`config.mk`:
```
export PLATFORM = sky130hd
export DESIGN_NAME = spi_hold_ctrl
export DESIGN_NICKNAME = d
export VERILOG_FILES = /design/src/rtl/spi_hold_pkg.sv /design/src/rtl/spi_hold_sync.sv /design/src/rtl/spi_hold_sck_edge.sv /design/src/rtl/spi_hold_fsm.sv /design/src/rtl/spi_hold_ctrl.sv
export SDC_FILE = /design/constraint.sdc
export NUM_CORES = 1
export LEC_CHECK = 0
export BUFFER_PORTS_ARGS = -buffer_cell sky130_fd_sc_hd__buf_4
export CORE_AREA = 4 4 41 43
export CTS_CLUSTER_SIZE = 24
export DETAILED_ROUTE_END_ITERATION = 12
export DIE_AREA = 0 0 45 47
export SLEW_MARGIN = 20
export SYNTH_ARGS = -nofsm -noshare
export SYNTH_HDL_FRONTEND = slang
export SYNTH_SLANG_ARGS = --single-unit
```
`constraint.sdc`:
```
create_clock -name clk -period 1.9 [get_ports clk]
set_input_delay 0.19 -clock clk [delete_from_list [all_inputs] [get_ports clk]]
set_output_delay 0.19 -clock clk [all_outputs]
set_load 0.05 [all_outputs]
```
`src/rtl/spi_hold_pkg.sv`:
```
// Package: shared state encoding for the hold-condition controller.
// Assumes: nothing beyond IEEE 1800-2017 packages.
package spi_hold_pkg;

    // Frame state: deselected, shifting, or paused mid-frame.
    typedef enum logic [1:0] {
        FRM_IDLE   = 2'd0,
        FRM_ACTIVE = 2'd1,
        FRM_PAUSED = 2'd2
    } frm_state_t;

    // Bit positions of the pin bundle passed through the synchroniser.
    localparam int unsigned PIN_CS   = 0;
    localparam int unsigned PIN_SCK  = 1;
    localparam int unsigned PIN_HOLD = 2;
    localparam int unsigned PIN_NUM  = 3;

endpackage

```
`src/rtl/spi_hold_sync.sv`:
```
// Module: multi-bit, multi-stage level synchroniser.
// Does: brings asynchronous pin levels into the clk domain.
// Assumes: each bit is an independent level, no multi-bit coherence is needed;
// RST_VAL holds the idle level of every pin.
module spi_hold_sync #(
    parameter int unsigned WIDTH   = 3,
    parameter int unsigned STAGES  = 2,
    parameter logic [WIDTH-1:0] RST_VAL = '0
) (
    input  logic             clk,
    input  logic             rst_n,
    input  logic [WIDTH-1:0] d_i,
    output logic [WIDTH-1:0] q_o
);

    localparam int unsigned LAST = STAGES - 1;

    logic [WIDTH-1:0] stg [STAGES];

    genvar g;
    generate
        for (g = 0; g < STAGES; g++) begin : g_stage
            if (g == 0) begin : g_first
                // Capture the raw pin levels.
                always_ff @(posedge clk) begin
                    if (!rst_n) stg[g] <= RST_VAL;
                    else        stg[g] <= d_i;
                end
            end else begin : g_next
                // Pass the previous stage along the chain.
                always_ff @(posedge clk) begin
                    if (!rst_n) stg[g] <= RST_VAL;
                    else        stg[g] <= stg[g-1];
                end
            end
        end
    endgenerate

    assign q_o = stg[LAST];

endmodule

```
`src/rtl/spi_hold_sck_edge.sv`:
```
// Module: serial clock edge detector.
// Does: turns the synchronised serial clock level into raw rise and fall strobes.
// Assumes: the input is already synchronised; the serial clock idles low at reset.
module spi_hold_sck_edge (
    input  logic clk,
    input  logic rst_n,
    input  logic sck_s_i,
    output logic rise_o,
    output logic fall_o
);

    logic sck_d;

    // Remember the previous synchronised level.
    always_ff @(posedge clk) begin
        if (!rst_n) sck_d <= 1'b0;
        else        sck_d <= sck_s_i;
    end

    assign rise_o = sck_s_i & ~sck_d;
    assign fall_o = ~sck_s_i & sck_d;

endmodule

```
`src/rtl/spi_hold_fsm.sv`:
```
// Module: frame and pause state machine.
// Does: tracks idle / active / paused. Pause entry and exit happen only while the
// synchronised serial clock is low; deselect returns to idle from any state.
// Assumes: inputs are synchronised levels; hold_s_i and cs_s_i are active low.
module spi_hold_fsm
    import spi_hold_pkg::*;
(
    input  logic       clk,
    input  logic       rst_n,
    input  logic       cs_s_i,
    input  logic       sck_s_i,
    input  logic       hold_s_i,
    output frm_state_t state_o
);

    frm_state_t st, st_nxt;

    // Next-state selection.
    always_comb begin
        st_nxt = st;
        unique case (st)
            FRM_IDLE: begin
                if (!cs_s_i && hold_s_i) st_nxt = FRM_ACTIVE;
            end
            FRM_ACTIVE: begin
                if (cs_s_i)                       st_nxt = FRM_IDLE;
                else if (!hold_s_i && !sck_s_i)   st_nxt = FRM_PAUSED;
            end
            FRM_PAUSED: begin
                if (cs_s_i)                       st_nxt = FRM_IDLE;
                else if (hold_s_i && !sck_s_i)    st_nxt = FRM_ACTIVE;
            end
            default: st_nxt = FRM_IDLE;
        endcase
    end

    // State register.
    always_ff @(posedge clk) begin
        if (!rst_n) st <= FRM_IDLE;
        else        st <= st_nxt;
    end

    assign state_o = st;


    pause_entry_chk: assert property (@(posedge clk) disable iff (!rst_n)
        (st == FRM_ACTIVE && !cs_s_i && !hold_s_i && !sck_s_i) |=> (st == FRM_PAUSED));


    pause_persist_chk: assert property (@(posedge clk) disable iff (!rst_n)
        (st == FRM_PAUSED && !cs_s_i && !hold_s_i) |=> (st == FRM_PAUSED));


    no_entry_high_chk: assert property (@(posedge clk) disable iff (!rst_n)
        (st == FRM_ACTIVE && sck_s_i) |=> (st != FRM_PAUSED));


    no_exit_high_chk: assert property (@(posedge clk) disable iff (!rst_n)
        (st == FRM_PAUSED && sck_s_i && !cs_s_i) |=> (st == FRM_PAUSED));


    deselect_chk: assert property (@(posedge clk) disable iff (!rst_n)
        cs_s_i |=> (st == FRM_IDLE));


    no_start_held_chk: assert property (@(posedge clk) disable iff (!rst_n)
        (st == FRM_IDLE && !hold_s_i) |=> (st == FRM_IDLE));

endmodule

```
`src/rtl/spi_hold_ctrl.sv`:
```
// Module: top of the SPI hold-condition controller.
// Does: synchronises the pins, detects serial clock edges, runs the pause state
// machine and gates the shifter strobes and the data-out enable.
// Assumes: clk is several times faster than the serial clock so that every
// serial clock phase is seen for at least one full cycle after synchronisation.
module spi_hold_ctrl
    import spi_hold_pkg::*;
#(
    parameter int unsigned SYNC_STAGES = 2
) (
    input  logic clk,
    input  logic rst_n,
    input  logic cs_n_i,
    input  logic sck_i,
    input  logic hold_n_i,
    input  logic so_data_i,
    output logic shift_en_o,
    output logic sck_rise_o,
    output logic sck_fall_o,
    output logic held_o,
    output logic frame_rst_o,
    output logic so_o,
    output logic so_oe_o
);

    localparam logic [PIN_NUM-1:0] PIN_IDLE = (PIN_NUM'(1) << PIN_CS) | (PIN_NUM'(1) << PIN_HOLD);

    logic [PIN_NUM-1:0] pins_raw, pins_s;
    logic               cs_s, sck_s, hold_s;
    logic               rise_raw, fall_raw;
    frm_state_t         state;
    logic               active;

    assign pins_raw[PIN_CS]   = cs_n_i;
    assign pins_raw[PIN_SCK]  = sck_i;
    assign pins_raw[PIN_HOLD] = hold_n_i;

    spi_hold_sync #(
        .WIDTH   (PIN_NUM),
        .STAGES  (SYNC_STAGES),
        .RST_VAL (PIN_IDLE)
    ) u_sync (
        .clk   (clk),
        .rst_n (rst_n),
        .d_i   (pins_raw),
        .q_o   (pins_s)
    );

    assign cs_s   = pins_s[PIN_CS];
    assign sck_s  = pins_s[PIN_SCK];
    assign hold_s = pins_s[PIN_HOLD];

    spi_hold_sck_edge u_edge (
        .clk     (clk),
        .rst_n   (rst_n),
        .sck_s_i (sck_s),
        .rise_o  (rise_raw),
        .fall_o  (fall_raw)
    );

    spi_hold_fsm u_fsm (
        .clk      (clk),
        .rst_n    (rst_n),
        .cs_s_i   (cs_s),
        .sck_s_i  (sck_s),
        .hold_s_i (hold_s),
        .state_o  (state)
    );

    // Output gating: strobes and enables only in an active, unpaused frame.
    always_comb begin
        active      = (state == FRM_ACTIVE);
        shift_en_o  = active;
        so_oe_o     = active;
        sck_rise_o  = rise_raw & active;
        sck_fall_o  = fall_raw & active;
        held_o      = (state == FRM_PAUSED);
        frame_rst_o = cs_s & (state != FRM_IDLE);
        so_o        = so_data_i & active;
    end


    frame_rst_once_chk: assert property (@(posedge clk) disable iff (!rst_n)
        frame_rst_o |=> !frame_rst_o);


    paused_quiet_chk: assert property (@(posedge clk) disable iff (!rst_n)
        (held_o && !cs_s && !hold_s) |=> (!sck_rise_o && !sck_fall_o && !so_oe_o));

endmodule

```
==> summary.md, run 1 <==
| Metric | Value |
|---|---|
| Status | `complete, no violations` |
| PortBufs | `12` |
| RSZ-0062 raised after global routing | `false` |
| Post-synth ARST share | `0` |
| Nets | `52` |
| Initial antenna violation count | `0` |
| DR DRC count | `0` |
| Drt total wl | `500 um` |
| Critical path peak fanout | `6` |
| First-pass GRT wire length | `869 um` |
| Largest net degree at the start of global routing | `10` |
| Max cap viols | `0` |
| TritonRoute pass-1 iters | `3` |
| Syn Std Cell Area | `340 um^2` |
| Area grow syn2layout | `37.5%` |
| TritonCTS clock tree | `done` |
| Max frequency | `707 MHz` |
| Synth top area share | `0.529` |
| Fin. Hold Viols | `0` |
| Synth area leaders | `dfxtp_1, nand2b_1, and3b_2` |
| DR WL/cell | `8.33 um` |
| DR vias | `247` |
| # rows | `13` |
| Mapped Nets | `36` |
| Share of post-route cells with drive strength above 1 | `0.489` |
| Min-delay worst type | `input pin to flop` |
| Antenna-violating nets left | `0` |
| Design area | `468 um^2` |
| Post-DP HPWL | `394 um` |
| Post-cts gate resize count | `0` |
| Syn Inst Count | `30` |
| Sw frac | `0.211` |
| Register-to-Register Setup Slack | `1000 ps` |
| Mean Syn Cell Area | `11.3 um^2` |
| Global-route usage over all layers | `0.0641` |
| Worst IR Drop VDD | `0.000380 V` |
| Cell taking the most area after synthesis | `dfxtp_1` |
| CP Class | `flop to output pin` |
| Diode count | `0` |
| Area after DPL | `442 um^2` |
| Clk network pwr share | `0.377` |
| Vias in the first global route | `231` |
| Worst Setup End Kind | `output pin` |
| Flop pwr share | `0.538` |
| Net switching power | `0.0782 mW` |
| Fin crit share | `0.745` |
| Core box area | `0.00130 mm^2` |
| Die area | `0.00212 mm^2` |
| Relative slew slack | `0.888` |
| Pint | `0.293 mW` |
| Sequential share of the synthesized area | `0.529` |
| Clk_skew | `0.200 ps` |
| Yosys cell types | `15` |
| TritonCTS Sinks | `9` |
| H-tree levels | `1` |
| Crit path DAT | `1230 ps` |
| Setup TNS | `0 ps` |
| Final Max Slew Viols | `0` |
| Top-count cell post-synth | `dfxtp_1` |
| Crit path launch | `u_fsm.state_o[0]` |
| Placement Setup Slack | `746 ps` |
| Yosys Warn Count | `0` |
| Worst Setup EP | `sck_fall_o` |
| # setup viols final | `0` |
| Leakage power total | `0.215 nW` |
| Post-synth EDFFs | `0` |
| Type of origin of the critical path | `flop` |
| Vias per inst | `4.12` |
| Hold-fix buffers, CTS | `0` |
| Starting Density | `0.262` |
| CTS Buf Count | `3` |
| R2r endpoint | `u_fsm.state_o[0]` |
| Ports | `13` |
| Number of setup buffers added after CTS | `0` |
| Slew @ Worst Pin | `167 ps` |
| Synth Register Bits | `9` |
| Die Y | `47 um` |
| Worst path required time | `1710 ps` |
| CTS root buf | `clkbuf_4` |
| GRT overflow | `0` |
| Main flop type after synthesis | `dfxtp_1` |
| Final worst slack | `485 ps` |
| Clock Latency Late Sink | `250 ps` |
| Cells on worst reg2reg path | `3` |
| Pwr Density | `793 mW/mm^2` |
| RR Startpoint | `u_sync.stg[1][1]` |
| Combinational share of power | `0.086` |
| Max Buffers Root-to-Sink | `2` |
| Routability congestion estimate | `0.723` |
| DR iter-0 viols | `4` |
| Clock transition at path regs | `60 ps` |
| Commonest cells post-synth | `dfxtp_1, nand2b_1, and2_1` |
| Die Wd | `45 um` |
| Fin crit period | `1420 ps` |
| Final Util | `0.360` |
## worst min-delay path by stage
stage               startpoint                to  slack (ps)  cells after the start
finish                hold_n_i  u_sync.stg[0][2]         120                      2
global placement        cs_n_i  u_sync.stg[0][0]         370                      2
CTS                   hold_n_i  u_sync.stg[0][2]         110                      2
global route            cs_n_i  u_sync.stg[0][0]         120                      2
detailed placement    hold_n_i  u_sync.stg[0][2]         380                      2
floorplan                rst_n  u_sync.stg[0][0]         260                      1
## placed cells by master, fill, tap and decap left out
| cell type | Yosys | final |
|---|---|---|
| o22ai_1 | 1 | 1 |
| nor3b_2 | 1 | 1 |
| clkbuf_1 | 0 | 1 |
| and2b_4 | 1 | 1 |
| a22oi_2 | 1 | 1 |
| and3b_2 | 2 | 2 |
| and3b_1 | 1 | 1 |
| and2_2 | 1 | 1 |
| a21oi_1 | 1 | 1 |
| buf_4 | 1 | 12 |
| o21a_1 | 1 | 1 |
| nor2_1 | 1 | 1 |
| and2_1 | 3 | 3 |
| nor2b_2 | 1 | 1 |
| clkbuf_4 | 0 | 3 |
| nand2b_1 | 5 | 5 |
| dfxtp_1 | 9 | 9 |
## through the flow
stage	hold slack [ps]	power [mW]	cells
2_1_floorplan	263	0.222	30
3_3_place_gp	372	0.236	56
3_5_place_dp	378	0.236	56
4_1_cts	105	0.382	60
5_1_grt	115	0.399	60
6_report	118	0.371	60
## power by group through the flow
| stage | clock network [mW] | registers, mW | logic [mW] |
|---|---|---|---|
| 6_report | 0.140 | 0.199 | 0.0318 |
| 4_1_cts | 0.151 | 0.199 | 0.0324 |
| 2_1_floorplan | 0 | 0.203 | 0.0193 |
| 3_5_place_dp | 0 | 0.204 | 0.0323 |
| 3_3_place_gp | 0 | 0.204 | 0.0319 |
| 5_1_grt | 0.164 | 0.201 | 0.0348 |
## cell families (layout without fill, tap and decap cells)
family	after synthesis	in the layout	share of synthesized area
DFF	9	9	0.529
buffers and inverters	1	16	0.0221
and+or+nand+nor	16	16	0.357
AOI/OAI and AO/OA	4	4	0.0919
## sequential cells by signal (all words and copies together), names as in the netlist
signal and count:
u_sync.stg 6, u_edge.sck_d 1, u_fsm.state_o 2
## layout make-up
cell class | count | area, um^2
clock buffers | 4 | 26.3
fillers | 143 | 833
multi-input cells | 20 | 153
flip-flops and latches | 9 | 180
well taps | 15 | 18.8
repair buffers | 12 | 90.1
## per-layer routing
metal  vias up  share of wire  global-route usage
li1        131              -                   -
met1       104           0.41              0.0708
met2        12           0.43              0.0819
met4         0              0              0.0702
met3         0           0.16              0.0345
met5         -              0                   0
## critical path, stage by stage, from the launching register on
cell and delay, ps:
dfxtp_1 400, and2b_4 210, and3b_2 180, buf_4 190
Power figures use the tool's default switching activity.
==> run 2, diff against run 1 <==
- clock period: 1.9 -> 1.4 ns (I/O delays scaled with it)
==> run 2 against run 1 <==
  * Sequential cell count stayed put
  * Power is 37% higher
  * Routed wire length is 4.0% higher
  * Via count is 0.40% higher
  * Design area is 4.5% higher
  * Sequential share of layout area is 1.2 points lower
  * Non-clock buffer count is 1 higher
  * Sequential power is 36% higher
  * Hold slack worse by 53 ps
  * Clock-buffer cell count stayed put
  * Global-route usage is 0.079 points higher
  * First-iteration DRC count is 75% lower
  * Highest routed layer unchanged
==> summary.md, run 2 (same netlist as run 1, synthesis figures left out) <==
| Metric | Value |
|---|---|
| Status | `complete, no violations` |
| Core box area | `0.00130 mm^2 (unchanged)` |
| Met3 Wirelength | `80 um (-1.2%)` |
| Min-delay worst type | `input pin to flop` |
| Hold Crit Start | `hold_n_i` |
| Clock Latency Late Sink | `250 ps (about the same)` |
| Initial antenna violation count | `0 (unchanged)` |
| Diode count | `0 (unchanged)` |
| Max layer used | `met3` |
| Clk network pwr share | `0.378 (about the same)` |
| Antenna-violating nets left | `0 (unchanged)` |
| RR Startpoint | `u_fsm.state_o[1]` |
| CTS Buf Count | `3 (unchanged)` |
| Fin crit period | `1330 ps` |
| Die area | `0.00212 mm^2 (unchanged)` |
| Crit path DAT | `1190 ps (-40 ps)` |
| Largest net degree at the start of global routing | `10 (unchanged)` |
| Drt total wl | `520 um (+4.0%)` |
| Clk_skew | `1.89 ps (+1.69 ps)` |
| Fin crit share | `0.952` |
| DR DRC count | `0 (unchanged)` |
| Sw frac | `0.214 (+0.00270)` |
| Most common cell after layout, fill and taps aside | `buf_4` |
| Flip-flop count of the largest register after layout | `6 (unchanged)` |
| Design area | `489 um^2 (+4.5%)` |
| Final Max Slew Viols | `0 (unchanged)` |
| Pwr Density | `1040 mW/mm^2 (+31%)` |
| Slowest stage delay, CP | `330 ps (-70 ps)` |
| DR vias | `248 (+0.40%)` |
| # rows | `13 (unchanged)` |
| DR iter-0 viols | `1 (-3)` |
| Vias per inst | `4.07 (-1.2%)` |
| Max Buffers Root-to-Sink | `2 (unchanged)` |
| Flop pwr share | `0.534 (-0.004)` |
| Post-DP HPWL | `392 um (-0.58%)` |
| Crit. path cell count | `3 (unchanged)` |
| Crit path launch | `u_fsm.state_o[1]` |
| Share of post-route cells with drive strength above 1 | `0.543 (+0.0546)` |
| Pint | `0.399 mW (+36%)` |
| Top reg by flops | `u_sync.stg` |
| PortBufs | `12 (unchanged)` |
| # setup viols final | `0 (unchanged)` |
| Worst path required time | `1260 ps (-450 ps)` |
| Worst Setup End Kind | `output pin` |
| Max cap viols | `0 (unchanged)` |
| Hold-fix buffers, CTS | `0 (unchanged)` |
| Critical path peak fanout | `6 (unchanged)` |
| Worst IR Drop VDD | `0.000516 V (+36%)` |
| Starting Density | `0.262 (unchanged)` |
| Crit-path cells | `and2b_4 -> and3b_2 -> buf_6` |
| CP delay by family, top | `simple AND/OR/NAND/NOR gates` |
| R2r endpoint | `u_fsm.state_o[1]` |
| Area grow syn2layout | `43.8%` |
| Relative slew slack | `0.898 (+0.00930)` |
| Final worst slack | `67.3 ps (-418 ps)` |
| Slowest-stage cell, CP | `dfxtp_2` |
| H-tree levels | `1 (unchanged)` |
| Global-route usage over all layers | `0.0649 (+0.000791)` |
| CP bufs+invs | `1 (unchanged)` |
| Area after DPL | `442 um^2 (unchanged)` |
| CP Class | `flop to output pin` |
| Design Power | `0.507 mW (+37%)` |
| Register-to-Register Setup Slack | `410 ps (-590 ps)` |
| RSZ-0062 raised after global routing | `false` |
| Net switching power | `0.108 mW (+38%)` |
| Setup TNS | `0 ps (unchanged)` |
| TritonRoute pass-1 iters | `4 (+1)` |
| Die Y | `47 um (unchanged)` |
| CTS root buf | `clkbuf_4` |
| Non-filler cells, final | `61 (+1.7%)` |
| Combinational share of power | `0.088 (+0.002)` |
| Die Wd | `45 um (unchanged)` |
| Routability congestion estimate | `0.725 (+0.21%)` |
| Slew @ Worst Pin | `153 ps (-13.7 ps)` |
| Placed cells | `56 (unchanged)` |
| Fin. Hold Viols | `0 (unchanged)` |
| Metal2 WL | `223 um (+4.7%)` |
| Cells on worst reg2reg path | `4 (+1)` |
| Most frequent cells in the layout | `buf_4, dfxtp_1, nand2b_1` |
| Placement Setup Slack | `299 ps (-447 ps)` |
| GRT overflow | `0 (unchanged)` |
| Leakage power total | `0.224 nW (+4.1%)` |
| Worst Setup EP | `sck_fall_o` |
| TritonCTS Sinks | `9 (unchanged)` |
| First-pass GRT wire length | `883 um (+1.6%)` |
| Type of origin of the critical path | `flop` |
| M1 WL | `216 um (+5.4%)` |
| TritonCTS clock tree | `done` |
| Clock transition at path regs | `60 ps (about the same)` |
| Vias in the first global route | `233 (+0.87%)` |
| Nets | `53 (+1.9%)` |
| Max frequency | `750 MHz` |
| Ports | `13 (unchanged)` |
| DR WL/cell | `8.52 um (+2.3%)` |
## run 2: power groups by stage
stage | logic (mW) | registers, mW | clock network (mW)
floorplan | 0.0261 | 0.275 | 0
global placement | 0.0434 | 0.276 | 0
detailed placement | 0.0437 | 0.277 | 0
CTS | 0.0439 | 0.271 | 0.204
global route | 0.0488 | 0.272 | 0.222
finish | 0.0445 | 0.271 | 0.192
## run 2: per-layer routing
metal / GRT usage / vias to the layer above
met2: 0.0819 / 12
met5: 0 / -
li1: - / 133
met1: 0.0685 / 103
met3: 0.0421 / 0
met4: 0.0702 / 0
## run 2: cell type report
type | count | area, um^2
Fill cell | 136 | 812
Sequential cell | 9 | 183
Multi-Input combinational cell | 20 | 153
Timing Repair Buffer | 13 | 109
Clock buffer | 4 | 26.3
Tap cell | 15 | 18.8
## run 2: repair_timing
action | CTS | global route
buffers inserted | 0 | 1
setup endpoints to repair | 0 | 3
endpoints found under the hold margin | 0 | 0
gates resized for setup | 0 | 5
## run 2: worst min-delay path by stage
| stage | to | cells past startpoint |
|---|---|---|
| after global placement | u_sync.stg[0][0] | 2 |
| after detailed placement | u_sync.stg[0][2] | 2 |
| after global routing | u_sync.stg[0][0] | 2 |
| after floorplan | u_sync.stg[0][0] | 1 |
| final | u_sync.stg[0][2] | 2 |
| after CTS | u_sync.stg[0][2] | 2 |
## run 2: worst reg2reg max path: cells and delay by family, from the launching register on
kind                   cells  cell delay (ps)
buffers and inverters      1              130
flip-flops                 1              340
AND/OR/NAND/NOR            2              260
AO/OA/AOI/OAI              1              150
## run 2: stage by stage
step	hold WS (ps)	utilization
after floorplan	213	-
after global placement	322	0.339
after detailed placement	328	0.339
after CTS	55.3	0.360
after global routing	67.7	0.376
final	65.5	0.376
==> run 3, diff against run 2 <==
- ABC_AREA: unset -> 1
==> run 3 against run 2 <==
  * Design area rose by 5.4%
  * Clock-buffer cell count stayed put
  * Synthesized area rose by 13%
  * Fmax increased by 7.9%
  * Power is 5.6% higher
  * Non-clock buffer count down 1
  * Die area stayed put
  * Combinational power grew 60%
  * First-iteration DRC count fell by 100%
  * Cell count increased by 36%
  * Critical path type unchanged
  * Critical endpoint is now sck_rise_o
==> summary.md, run 3 <==
| Metric | Value |
|---|---|
| Status | `complete, no violations` |
| Non-filler cells, final | `83 (+36%)` |
| Die Y | `47 um (unchanged)` |
| Sw frac | `0.247 (+0.0337)` |
| Net switching power | `0.132 mW (+22%)` |
| RR Startpoint | `u_sync.stg[1][0]` |
| Fin crit period | `1230 ps (-98.1 ps)` |
| Most common cell after layout, fill and taps aside | `buf_4` |
| Max frequency | `810 MHz (+7.9%)` |
| Area grow syn2layout | `34.6%` |
| Diode count | `0 (unchanged)` |
| Pint | `0.403 mW (+1.1%)` |
| # rows | `13 (unchanged)` |
| Share of post-route cells with drive strength above 1 | `0.338 (-0.205)` |
| Hold Crit Start | `cs_n_i` |
| Worst path required time | `1260 ps (about the same)` |
| Simple-gate area share of the yosys netlist | `0.363 (+0.00613)` |
| Fin crit share | `0.882 (-0.0700)` |
| Ports | `13 (unchanged)` |
| Largest net degree at the start of global routing | `6 (-4)` |
| Synth Area in XOR/XNOR | `0 (unchanged)` |
| Synth area leaders | `dfxtp_1, inv_1, nand2_1` |
| DR iter-0 viols | `0 (-1)` |
| Slowest-stage cell, CP | `dfxtp_1` |
| Commonest cells post-synth | `inv_1, nand2_1, dfxtp_1` |
| Syn Inst Count | `53 (+77%)` |
| CTS root buf | `clkbuf_4` |
| Post-DP HPWL | `536 um (+37%)` |
| Critical path peak fanout | `5 (-1)` |
| Main flop type after synthesis | `dfxtp_1` |
| Clk network pwr share | `0.357 (-0.021)` |
| Cell taking the most area after synthesis | `dfxtp_1` |
| Max Buffers Root-to-Sink | `2 (unchanged)` |
| Design Power | `0.535 mW (+5.6%)` |
| Slew @ Worst Pin | `160 ps (+6.55 ps)` |
| Nets | `75 (+42%)` |
| Crit-path cells | `nand2_2 -> nor3_2 -> buf_4` |
| Setup TNS | `0 ps (unchanged)` |
| Top reg by flops | `u_sync.stg` |
| Sequential share of the synthesized area | `0.471 (-0.0588)` |
| Synth Area in Compound Gates | `0.0294 (-0.0625)` |
| Flop pwr share | `0.510 (-0.024)` |
| Yosys Warn Count | `0 (unchanged)` |
| Antenna-violating nets left | `0 (unchanged)` |
| Mean Syn Cell Area | `7.22 um^2 (-36%)` |
| Final Max Slew Viols | `0 (unchanged)` |
| Mux contribution to synthesized area | `0 (unchanged)` |
| Synth Register Bits | `9 (unchanged)` |
| R2r endpoint | `u_fsm.state_o[1]` |
| Vias per inst | `4.00 (-1.6%)` |
| Core box area | `0.00130 mm^2 (unchanged)` |
| CP Class | `flop to output pin` |
| Initial antenna violation count | `0 (unchanged)` |
| Starting Density | `0.294 (+0.0327)` |
| Clk_skew | `0.159 ps (-1.73 ps)` |
| Clock transition at path regs | `60 ps (about the same)` |
| Yosys cell types | `15 (unchanged)` |
| Pwr Density | `1040 mW/mm^2 (+0.21%)` |
| Fin Hold WS | `65.4 ps (-0.0985 ps)` |
| H-tree levels | `1 (unchanged)` |
| TritonRoute pass-1 iters | `1 (-3)` |
| Number of setup buffers added after CTS | `0 (unchanged)` |
| Most frequent cells in the layout | `buf_4, inv_1, nand2_1` |
| Hold Crit Endpoint | `u_sync.stg[0][0]` |
| Routability congestion estimate | `0.750 (+3.4%)` |
| Global-route usage over all layers | `0.0831 (+0.0183)` |
| Worst IR Drop VDD | `0.000474 V (-8.2%)` |
| DR DRC count | `0 (unchanged)` |
| Post-synth EDFFs | `0 (unchanged)` |
| Largest family of logic cells by synthesized area | `simple AND/OR/NAND/NOR gates` |
| Cells on worst reg2reg path | `5 (+1)` |
| Fin. Hold Viols | `0 (unchanged)` |
| Crit path DAT | `1090 ps (-100 ps)` |
| RSZ-0062 raised after global routing | `false` |
| CTS Buf Count | `3 (unchanged)` |
| Mapped Nets | `59 (+64%)` |
| TritonCTS clock tree | `done` |
| Min-delay worst type | `input pin to flop` |
| Post-Synth Adder-Cell Area | `0 (unchanged)` |
| Post-cts gate resize count | `0 (unchanged)` |
| Clock Latency Late Sink | `250 ps (about the same)` |
| First-pass GRT wire length | `1200 um (+36%)` |
| Synth top area share | `0.471 (-0.0588)` |
| Type of origin of the critical path | `flop` |
| Post-synth ARST share | `0 (unchanged)` |
| TritonCTS Sinks | `9 (unchanged)` |
| Leakage power total | `0.271 nW (+21%)` |
| Die area | `0.00212 mm^2 (unchanged)` |
| Combinational share of power | `0.133 (+0.045)` |
| Flip-flop count of the largest register after layout | `6 (unchanged)` |
| Register-to-Register Setup Slack | `450 ps (+40 ps)` |
| GRT overflow | `0 (unchanged)` |
| Slowest stage delay, CP | `390 ps (+60 ps)` |
| # setup viols final | `0 (unchanged)` |
| Relative slew slack | `0.893 (-0.00451)` |
| Worst hold path depth | `2 (unchanged)` |
| PortBufs | `12 (unchanged)` |
| Die Wd | `45 um (unchanged)` |
| Filler cells | `150 (+10%)` |
| Drt total wl | `652 um (+25%)` |
| Placed cells | `79 (+41%)` |
| Worst Setup End Kind | `output pin` |
| Syn Std Cell Area | `383 um^2 (+13%)` |
| Vias in the first global route | `301 (+29%)` |
| DR WL/cell | `7.86 um (-7.8%)` |
| Hold-fix buffers, CTS | `0 (unchanged)` |
| Max cap viols | `0 (unchanged)` |
| DR vias | `332 (+34%)` |
run 3: power groups by stage:
stage	registers [mW]	logic [mW]	clock network (mW)
CTS	0.273	0.0722	0.205
global route	0.274	0.0806	0.226
detailed placement	0.278	0.0720	0
floorplan	0.277	0.0493	0
finish	0.273	0.0712	0.191
global placement	0.278	0.0711	0
run 3: worst max path at each step:
stage                     cells after the start  slack [ps]                to        startpoint
final                                         3         170        sck_rise_o  u_fsm.state_o[0]
after global routing                          3          50        sck_rise_o  u_fsm.state_o[0]
after CTS                                     3         140        sck_rise_o  u_fsm.state_o[0]
after detailed placement                      3         430        sck_rise_o  u_fsm.state_o[0]
after global placement                        5         440  u_fsm.state_o[1]  u_sync.stg[1][0]
after floorplan                               2         100        sck_fall_o  u_fsm.state_o[0]
run 3: critical path: cells and delay by family, from the launching register on:
kind | cells | cell delay, ps
DFF | 1 | 390
and+or+nand+nor | 2 | 240
buffers and inverters | 1 | 210
run 3: cell type report:
type,count,area (um^2),area share
timing repair buffer,12,90.1,0.175
tap,15,18.8,0.0364
clock buffer,4,26.3,0.0510
multi-input combinational,31,155,0.301
inverter,12,45.0,0.0874
sequential,9,180,0.350
run 3: cells by family after synthesis:
kind of cell	count (synthesis)
compound gates	2
simple gates	29
flops	9
buf+inv	13
run 3: layer usage:
metal  vias to the layer above  part of all wire  GRT usage
li1                        185                 -          -
met1                       132              0.50     0.0961
met2                        13              0.39      0.119
met3                         2              0.10     0.0345
met4                         0            0.0077     0.0702
met5                         -                 0          0
run 3: metrics by stage:
stage	area (um^2)	utilization	setup slack [ps]
after CTS	515	0.396	143
after global placement	489	0.376	440
final	515	0.396	165
after floorplan	388	-	99.7
after detailed placement	489	0.376	430
after global routing	515	0.396	53.3
